--- src/rtl/pcseq_pkg.sv ---
package pcseq_pkg;
  typedef enum logic [2:0] {
    SRC_INC  = 3'd0,
    SRC_REL  = 3'd1,
    SRC_JMP  = 3'd2,
    SRC_TGT  = 3'd3,
    SRC_TRAP = 3'd4
  } pc_src_e;
endpackage

--- src/rtl/pcseq_next_sel.sv ---
module pcseq_next_sel
  import pcseq_pkg::*;
#(
  parameter int PC_W = 32
) (
  input  logic [PC_W-1:0] cur_pc,
  input  logic [PC_W-1:0] tgt_pc,
  input  logic [PC_W-1:0] jmp_pc,
  input  logic [PC_W-1:0] rel_ext,
  input  logic            trap_req,
  input  logic            take_req,
  input  logic            jmp_req,
  input  logic            rel_req,
  output pc_src_e         src,
  output logic [PC_W-1:0] nxt_pc
);
  // fixed priority: trap, taken branch, absolute jump, relative jump, step
  always_comb begin
    if (trap_req)      src = SRC_TRAP;
    else if (take_req) src = SRC_TGT;
    else if (jmp_req)  src = SRC_JMP;
    else if (rel_req)  src = SRC_REL;
    else               src = SRC_INC;
  end

  always_comb begin
    unique case (src)
      SRC_TRAP: nxt_pc = '0;
      SRC_TGT:  nxt_pc = tgt_pc;
      SRC_JMP:  nxt_pc = jmp_pc;
      SRC_REL:  nxt_pc = cur_pc + rel_ext;
      default:  nxt_pc = cur_pc + PC_W'(1);
    endcase
  end
endmodule

--- src/rtl/pcseq_hist.sv ---
module pcseq_hist #(
  parameter int PC_W  = 32,
  parameter int DEPTH = 3
) (
  input  logic            clk,
  input  logic            rst_n,
  input  logic            shift_en,
  input  logic [PC_W-1:0] din,
  output logic [PC_W-1:0] oldest
);
  logic [PC_W-1:0] stage_q [DEPTH];

  for (genvar g = 0; g < DEPTH; g++) begin : g_stage
    always_ff @(posedge clk) begin
      if (!rst_n)        stage_q[g] <= '0;
      else if (shift_en) stage_q[g] <= (g == 0) ? din : stage_q[(g == 0) ? 0 : g-1];
    end
  end

  assign oldest = stage_q[DEPTH-1];
endmodule

--- src/rtl/pcseq_target.sv ---
module pcseq_target #(
  parameter int PC_W  = 32,
  parameter int OFF_W = 12
) (
  input  logic             clk,
  input  logic             rst_n,
  input  logic             load,
  input  logic [PC_W-1:0]  base_pc,
  input  logic [OFF_W-1:0] offset,
  output logic [PC_W-1:0]  target
);
  localparam int EXT_W = PC_W - OFF_W;
  logic [PC_W-1:0] off_ext;

  assign off_ext = {{EXT_W{offset[OFF_W-1]}}, offset};

  always_ff @(posedge clk) begin
    if (!rst_n)    target <= '0;
    else if (load) target <= base_pc + off_ext;
  end
endmodule

--- src/rtl/pcseq_unit.sv ---
module pcseq_unit
  import pcseq_pkg::*;
#(
  parameter int PC_W   = 32,
  parameter int BR_W   = 12,
  parameter int REL_W  = 24,
  parameter int HIST_N = 3
) (
  input  logic             clk,
  input  logic             rst_n,
  input  logic             slot_i,
  input  logic             trap_i,
  input  logic             take_i,
  input  logic             tgt_ld_i,
  input  logic [BR_W-1:0]  br_off_i,
  input  logic             jmp_i,
  input  logic [PC_W-1:0]  jmp_addr_i,
  input  logic             rel_i,
  input  logic [REL_W-1:0] rel_off_i,
  output logic [PC_W-1:0]  pc_o,
  output logic [PC_W-1:0]  hist_old_o,
  output logic [PC_W-1:0]  link_o
);
  localparam int REL_EXT_W = PC_W - REL_W;

  logic [PC_W-1:0] pc_q;
  logic [PC_W-1:0] pc_nxt;
  logic [PC_W-1:0] tgt_q;
  logic [PC_W-1:0] rel_ext;
  pc_src_e         src;

  assign rel_ext = {{REL_EXT_W{rel_off_i[REL_W-1]}}, rel_off_i};

  pcseq_target #(.PC_W(PC_W), .OFF_W(BR_W)) tgt_i (
    .clk(clk), .rst_n(rst_n), .load(tgt_ld_i),
    .base_pc(pc_q), .offset(br_off_i), .target(tgt_q)
  );

  pcseq_next_sel #(.PC_W(PC_W)) sel_i (
    .cur_pc(pc_q), .tgt_pc(tgt_q), .jmp_pc(jmp_addr_i), .rel_ext(rel_ext),
    .trap_req(trap_i), .take_req(take_i), .jmp_req(jmp_i), .rel_req(rel_i),
    .src(src), .nxt_pc(pc_nxt)
  );

  pcseq_hist #(.PC_W(PC_W), .DEPTH(HIST_N)) hist_i (
    .clk(clk), .rst_n(rst_n), .shift_en(slot_i),
    .din(pc_q), .oldest(hist_old_o)
  );

  always_ff @(posedge clk) begin
    if (!rst_n)      pc_q <= '0;
    else if (slot_i) pc_q <= pc_nxt;
  end

  assign pc_o   = pc_q;
  assign link_o = pc_q + PC_W'(1);
endmodule

--- config.mk ---
export PLATFORM = sky130hd
export DESIGN_NAME = pcseq_unit
export DESIGN_NICKNAME = d
export VERILOG_FILES = /design/src/rtl/pcseq_pkg.sv /design/src/rtl/pcseq_next_sel.sv /design/src/rtl/pcseq_hist.sv /design/src/rtl/pcseq_target.sv /design/src/rtl/pcseq_unit.sv
export SDC_FILE = /design/constraint.sdc
export NUM_CORES = 1
export LEC_CHECK = 0
export ABC_CLOCK_PERIOD_IN_PS = 5500
export BUFFER_PORTS_ARGS = -buffer_cell sky130_fd_sc_hd__buf_2
export CAP_MARGIN = 20
export CORE_MARGIN = 3
export CORE_UTILIZATION = 50
export CTS_CLUSTER_DIAMETER = 50
export DETAILED_ROUTE_END_ITERATION = 12
export GPL_ROUTABILITY_DRIVEN = 0
export GPL_TIMING_DRIVEN = 0
export PLACE_DENSITY_LB_ADDON = 0.12
export SYNTH_ARGS = -nofsm -noshare
export SYNTH_HDL_FRONTEND = slang
export SYNTH_SLANG_ARGS = --single-unit
--- constraint.sdc ---
create_clock -name clk -period 5.5 [get_ports clk]
set_input_delay 1.1 -clock clk [delete_from_list [all_inputs] [get_ports clk]]
set_output_delay 1.1 -clock clk [all_outputs]
set_load 0.01 [all_outputs]
Word-level counts from Yosys, hierarchy flattened:

Memories as Yosys holds them, arrays and structs flattened.
Index checks and enable logic that the tools add are counted.

* flip-flop bits (word level): 64
* bits in writable memories: 96
* bits of input ports: 76
* logic and storage cells: 25
* memories: 1

Memory list
* hist_i.stage_q: depth 3, width 32, rd ports 3, clocked after memory_dff 0, write ports 3, RTL line pcseq_hist.sv:11 `logic [PC_W-1:0] stage_q [DEPTH];`

* add/sub/neg operators: 3
* equality and inequality tests: 4
* mux-type cells: 12
* bitwise gates (word level): 3

Operators by type and width (count)
* 32-bit case mux with 4 select lines: 1
* 32-bit two-way mux: 3
* 32-bit adder: 2
* 32-bit by 1-bit adder with 32-bit output (second input constant): 1
* 3-bit two-way mux: 3
* 3-bit by 2-bit == test with 1-bit output (second input constant): 2
* 1-bit two-way mux: 5
* 3-bit by 1-bit == test with 1-bit output (second input constant): 1
* 3-bit == test (second input constant): 1
* 1-bit bitwise OR: 3

Depth between registers and ports, before layout:

Gate-level depths: netlist (run 1).

* depth after elaboration: 6
* depth in mapped cells: 12
* mapped depth without buffers: 12

Cells and area by module:

From an unflattened synthesis (run 1), not the netlist that was laid out.

* cells, all modules: 1159
* area total of the unflattened synthesis: 11019.3 um^2

By module, submodules not included
* pcseq_hist: instances 1, cells each 213, area an instance 3703.6 um^2, seq. area each 2882.8 um^2
* pcseq_target: instances 1, cells each 380, area an instance 2964.1 um^2, seq. area each 640.6 um^2
* pcseq_next_sel: instances 1, cells each 379, area an instance 2556.2 um^2, seq. area each 0.0 um^2
* pcseq_unit: instances 1, cells each 187, area an instance 1795.5 um^2, seq. area each 640.6 um^2

Least setup slack after synthesis (run 1):

OpenSTA, ideal clock, no wires.

* path type: in2reg
* start point: input port rst_n
* end point: memory hist_i.stage_q[0][0], enable pin
* setup time: 0.449 ns
* data arrival time: 3.286 ns
* required time: 5.051 ns
* setup slack: 1.765 ns
* stages: 4
* path buffers: 1
* path through: inv_1 nor2_1 clkbuf_1 inv_1

RTL lines
* start: declaration: RTL line pcseq_unit.sv:10 `input logic rst_n,`
* end: declaration: RTL line pcseq_hist.sv:11

Worst setup path in the final report (run 1):

* start point: register pc_q[1], in the netlist pc_o[1]
* end point: output port link_o[28]

* word-level cells in the longest chain between the ends: 1

RTL lines
* start: declaration: RTL line pcseq_unit.sv:26 `logic [PC_W-1:0] pc_q;`
* start signal: assignment: RTL line pcseq_unit.sv:52 `else if (slot_i) pc_q <= pc_nxt;`
* 32-bit by 1-bit adder with 32-bit output: RTL line pcseq_unit.sv:56 `assign link_o = pc_q + PC_W'(1);`
* end: declaration: RTL line pcseq_unit.sv:22 `output logic [PC_W-1:0] link_o`

No other way between the ends.

==> metrics.csv, run 1 <==
stage,metric,value,unit
yosys,yosysWarningCount,0,
run,maxCapViolCount,0,
global_route,grt_pass1_vias,8623,
power,peakVddDrop,154.4,uV
cts,cts_setup_buffers,0,
setup_path,required,4400,ps
cts,htreeDepth,4,
yosys,yosysTopAreaCell,edfxtp_1,
global_route,grt_antenna_before_repair,0,
timing,fmax,222.7,MHz
cts,ctsHoldBuffers,0,
cts,cts_resized,0,
setup_path,path_cells,ha_1 > nand3_1 > nor3_1 > nand4_1 > nor2_1 > nand3_1 > xnor2_1 > buf_2,
finish,drive_gt1_share,17.08,%
timing,setup_tns,0,ps
setup_path,path_max_fanout,7,
setup_path,slowest_delay,710,ps
hold_path,hold_class,reg2reg,
timing,fin_ws,1009,ps
finish,syn2layout_area_growth,17.51,%
timing,worst_clock_skew,14.83,ps
finish,fillers,1791,
timing,maxSlewHeadroom,45.06,%
finish,antenna_cells,0,
yosys,synth_area,10250,sq um
timing,period_share,81.65,%
die,core_area,19780,sq um
setup_path,end_kind,output port,
die,initial_core_util,51.80,%
setup_path,worstSetupPathType,reg2out,
timing,hold_viol,0,
timing,period_minus_slack,4491,ps
yosys,synth_edf_count,96,
die,die_w,149.2,um
drt,num_vias,9367,
drt,vias_per_cell,5.962,
drt,drtIter0Drc,912,
setup_path,cp_slowest_cell,nor3_1,
die,io_pins,172,
drt,ant_nets,0,
global_route,grtUsageTotal,26.73,%
yosys,syn_inst,1102,
yosys,avgSynthCellArea,9.298,sq um
timing,tightest_slew,824.1,ps
timing,rsz0062_at_grt,no,
yosys,synth_seq_cells,160,
global_route,grt_max_degree,88,
yosys,ys.flop_type,edfxtp_1,
global_route,grt_pass1_wl,46.20,mm
place,dp_hpwl,23.06,mm
setup_path,start_kind,register,
die,die_y,149.2,um
run_status,status,"complete, no violations",
die,dieArea,22250,sq um
cts,worstSkewPairLatency,430,ps
cts,root_buffer,clkbuf_16,
drt,drc,0,
timing,final-setup-viol-count,0,
drt,drtPass1Iterations,6,
place,port_buffers,169,
power,p_leak,0.005632,uW
setup_path,crit_top_cell,nand3_1,
finish,layout.nets,1434,
cts,numCtsBuffers,17,
die,core.rowCount,51,
yosys,ys_types,71,
yosys,ys_seq_area_share,40.64,%
setup_path,arrival,3390,ps
drt,wl,29.84,mm
global_route,gr-total-overflow,0,
cts,tritoncts,done,
cts,clk_pin_slew,70,ps
finish,mostFrequentLayoutCells,"172 x buf_2, 98 x and3_1, 96 x edfxtp_1",
yosys,syn_nets,1243,
finish,final_common_cell,buf_2,
yosys,synth_top_area_share,28.14,%
yosys,synth-async-reset-ratio,0,%
place,dp_slack,1510,ps
power,powerDensity,260.3,nW/um^2
finish,final_util,60.87,%
cts,clk_path_buf_depth,2,
cts,clock_sinks,160,
drt,routedWlPerCell,19.00,um
timing,drv_slew,0,
yosys,synth_area_leaders,"edfxtp_1 28%, dfxtp_1 13%, ha_1 7.7%",
## cell type report
| class | instances | area (sq um) | area share [%] |
|---|---|---|---|
| sequential | 160 | 4164 | 34.58 |
| multi-input combinational | 847 | 5723 | 47.53 |
| timing repair buffer | 172 | 885.9 | 7.357 |
| buffer | 63 | 239.0 | 1.985 |
| clock inverter | 14 | 145.1 | 1.205 |
| clock buffer | 18 | 429.2 | 3.564 |
| inverter | 32 | 122.6 | 1.018 |
| tap | 265 | 331.6 | 2.754 |
## sequential cells by signal, summed over array words and instances (netlist names)
signal,flops
hist_i.stage_q,96
pc_o,32
tgt_i.target,32
## worst paths after layout
check                   start               end  slack [ps]  depth (start not counted)
max                   pc_o[1]        link_o[28]        1010                          8
min reg2reg  tgt_i.target[30]  tgt_i.target[30]         490                          2
min          tgt_i.target[30]  tgt_i.target[30]         490                          2
max reg2reg           pc_o[0]          pc_o[28]        2130                         12
## power breakdown
group	internal [uW]	switching [uW]	leakage, uW	total [uW]
combinational	233	359	0.00376	592
sequential	1350	59.4	0.00159	1410
clock	638	499	0.000279	1140
total	2220	918	0.00563	3130
## Yosys cell counts (12+ instances only)
cell type	count
a21o_1	20
a31oi_1	14
o21ai_0	62
edfxtp_1	96
a21oi_1	85
nand4_1	18
xor2_1	36
nor3_1	17
dfxtp_1	64
xnor2_1	41
clkbuf_1	58
a221o_1	12
ha_1	63
nand3_1	38
inv_1	30
and3_1	98
nor2_1	91
mux2i_1	17
nand2_1	75
## worst max-delay path: cells and delay by family, from the launching register on
| family | cells | cell delay (ps) |
|---|---|---|
| buffers and inverters | 1 | 160 |
| xor gates and xnor gates | 1 | 210 |
| DFF | 1 | 520 |
| and+or+nand+nor | 5 | 1760 |
| adders and majority gates | 1 | 310 |
## layer usage
| metal | track usage (%) | vias to the layer above | share of wire (%) | wire (um) |
|---|---|---|---|---|
| li1 | - | 4544 | - | - |
| met1 | 37.20 | 4300 | 42 | 12630 |
| met2 | 42.75 | 458 | 46 | 13620 |
| met3 | 4.679 | 65 | 9.5 | 2825 |
| met4 | 8.467 | 0 | 2.6 | 774 |
| met5 | 0 | - | 0 | 0 |
## kinds of logic (layout without fill, tap and decap cells)
logic type,Yosys count,count (layout),synth area share [%]
DFF,160,160,40.64
AOI/OAI and AO/OA,305,305,20.28
buffers and inverters,95,299,3.505
xor gates and xnor gates,77,77,6.582
muxes,19,19,1.881
adders and majority gates,65,65,8.084
and+or+nand+nor,381,381,19.03
## per-stage QoR
stage	total power, uW	instances	hold slack [ps]	instance area, sq um
after floorplan	1807	1102	447.3	10250
after global placement	2001	1536	465.6	11420
after global routing	3265	1571	495.5	12040
after detailed placement	2008	1538	463.4	11460
after CTS	3133	1570	481.0	12030
final	3135	1571	489.1	12040
Note: power is estimated with default switching activity, not from simulation.
==> run 2: changes to the inputs <==
--- a/config.mk
+++ b/config.mk
@@ -5,7 +5,7 @@
 export SDC_FILE = /design/constraint.sdc
 export NUM_CORES = 1
 export LEC_CHECK = 0
-export ABC_CLOCK_PERIOD_IN_PS = 5500
+export ABC_CLOCK_PERIOD_IN_PS = 4150
 export BUFFER_PORTS_ARGS = -buffer_cell sky130_fd_sc_hd__buf_2
 export CAP_MARGIN = 20
 export CORE_MARGIN = 3
==> constraint.sdc (replaced) <==
create_clock -name clk -period 4.15 [get_ports clk]
set_input_delay 0.83 -clock clk [delete_from_list [all_inputs] [get_ports clk]]
set_output_delay 0.83 -clock clk [all_outputs]
set_load 0.01 [all_outputs]
==> metrics.csv, run 2 (same netlist as run 1, synthesis figures left out) <==
stage,metric,value,unit
setup_path,required,3320,ps
die,dieArea,22250,sq um
cts,numCtsBuffers,17,
finish,seq_area,4164,sq um
place,dp_hpwl,23.06,mm
drt,drtPass1Iterations,8,
run,maxCapViolCount,0,
place,placed_area,11460,sq um
drt,wl,29.88,mm
finish,syn2layout_area_growth,17.60,%
cts,clk_pin_slew,70,ps
setup_path,start_kind,register,
power,power.total,4157,uW
setup_path,arrival,3020,ps
timing,whs,482.5,ps
finish,largest_reg_flops,96,
setup_path,crit_top_cell,nand3_1,
power,peakVddDrop,203.5,uV
die,die_y,149.2,um
finish,regMostFlops,hist_i.stage_q,
hold_path,hold_class,reg2reg,
die,io_pins,172,
drt,drc,0,
die,core_area,19780,sq um
global_route,grtUsageTotal,26.74,%
global_route,grt_busiest_layer,met2,
timing,rsz0062_at_grt,no,
timing,maxSlewHeadroom,44.78,%
finish,drive_gt1_share,17.15,%
finish,fillers,1792,
timing,drv_slew,0,
finish,mostFrequentLayoutCells,"173 x buf_2, 98 x and3_1, 96 x edfxtp_1",
timing,hold_viol,0,
cts,clk_path_buf_depth,2,
timing,fin_ws,301.6,ps
timing,period_share,92.73,%
cts,worstSkewPairLatency,430,ps
drt,drtIter0Drc,875,
setup_path,path_cells,ha_1 > nand3_1 > nor3_4 > nand4_1 > nor2_1 > nand3_1 > xnor2_1 > buf_2,
setup_path,cpLargestDelayFamily,simple AND/OR/NAND/NOR gates,
timing,period_minus_slack,3848,ps
global_route,grt_max_degree,88,
timing,final-setup-viol-count,0,
finish,final_util,60.91,%
finish,layout.nets,1434,
global_route,use_met3,4.497,%
global_route,gr-total-overflow,0,
global_route,met2_usage,42.61,%
setup_path,path_max_fanout,7,
setup_path,end_kind,output port,
timing,tightest_slew,828.3,ps
timing,fmax,259.8,MHz
drt,vias_per_cell,5.929,
finish,multiInputGateArea,5734,sq um
cts,tritoncts,done,
drt,num_vias,9314,
setup_path,cp_slowest_cell,dfxtp_1,
setup_path,slowest_delay,510,ps
finish,antenna_cells,0,
run_status,status,"complete, no violations",
place,dp_slack,429.6,ps
die,core.rowCount,51,
cts,root_buffer,clkbuf_16,
place,port_buffers,169,
setup_path,worstSetupPathType,reg2out,
power,powerDensity,345.0,nW/um^2
die,initial_core_util,51.80,%
global_route,met1_usage,37.34,%
drt,routedWlPerCell,19.02,um
timing,worst_clock_skew,10.53,ps
setup_path,path_buf_inv,1,
finish,final_cell_area,12050,sq um
global_route,grt_antenna_before_repair,0,
drt,ant_nets,0,
cts,htreeDepth,4,
finish,final_common_cell,buf_2,
die,die_w,149.2,um
global_route,grt_pass1_vias,8618,
cts,clock_sinks,160,
global_route,grt_pass1_wl,46.21,mm
power,p_leak,0.005647,uW
[run 2: changes by cell type in the layout (fill, tap and decap cells not counted), sizes merged]
cell / previous run / this run
clkbuf: 77 / 76
buf: 176 / 177
[run 2: path summary, 6_finish.rpt]
| check | start | endpoint | slack, ps | depth (start not counted) |
|---|---|---|---|---|
| worst max-delay path | pc_o[1] | link_o[28] | 300 | 8 |
| worst min-delay path | tgt_i.target[30] | tgt_i.target[30] | 480 | 2 |
| worst max register to register | pc_o[0] | pc_o[28] | 790 | 12 |
| worst min register to register | tgt_i.target[30] | tgt_i.target[30] | 480 | 2 |
[run 2: worst reg2reg max path: cells and delay by family (launching register included)]
kind,cells,cell delay [ps]
buffers and inverters,1,70
adders and majority gates,2,700
DFF,1,510
and+or+nand+nor,2,230
xor gates and xnor gates,1,190
AOI/OAI and AO/OA,6,1520
[run 2: per-stage QoR]
stage	setup TNS (ps)	cells
2_1_floorplan	0	1102
3_3_place_gp	-16620	1536
3_5_place_dp	0	1538
4_1_cts	0	1570
5_1_grt	0	1571
6_report	0	1571
[run 2: what timing repair did]
action | in CTS | in global routing
setup endpoints to repair | 1 | 1
pin swaps | 0 | 0
hold buffers | 0 | 0
resized for setup | 1 | 1
buffers inserted | 0 | 0
[run 2: final cells by class]
class / count / share of cell area [%]
buffer: 63 / 1.983
clock buffer: 18 / 3.562
clock inverter: 14 / 1.205
inverter: 32 / 1.018
multi-input combinational: 847 / 47.59
sequential: 160 / 34.56
tap: 265 / 2.752
timing repair buffer: 172 / 7.331
[run 2: where the power goes]
part | switching (uW) | internal (uW) | total (uW)
logic | 477 | 309 | 786
clock network | 662 | 846 | 1510
registers | 79.0 | 1780 | 1860
[run 2: per-layer routing]
metal	vias to the layer above	wire (um)
li1	4537	-
met1	4307	13070
met2	418	13590
met3	52	2527
met4	0	687
met5	-	0
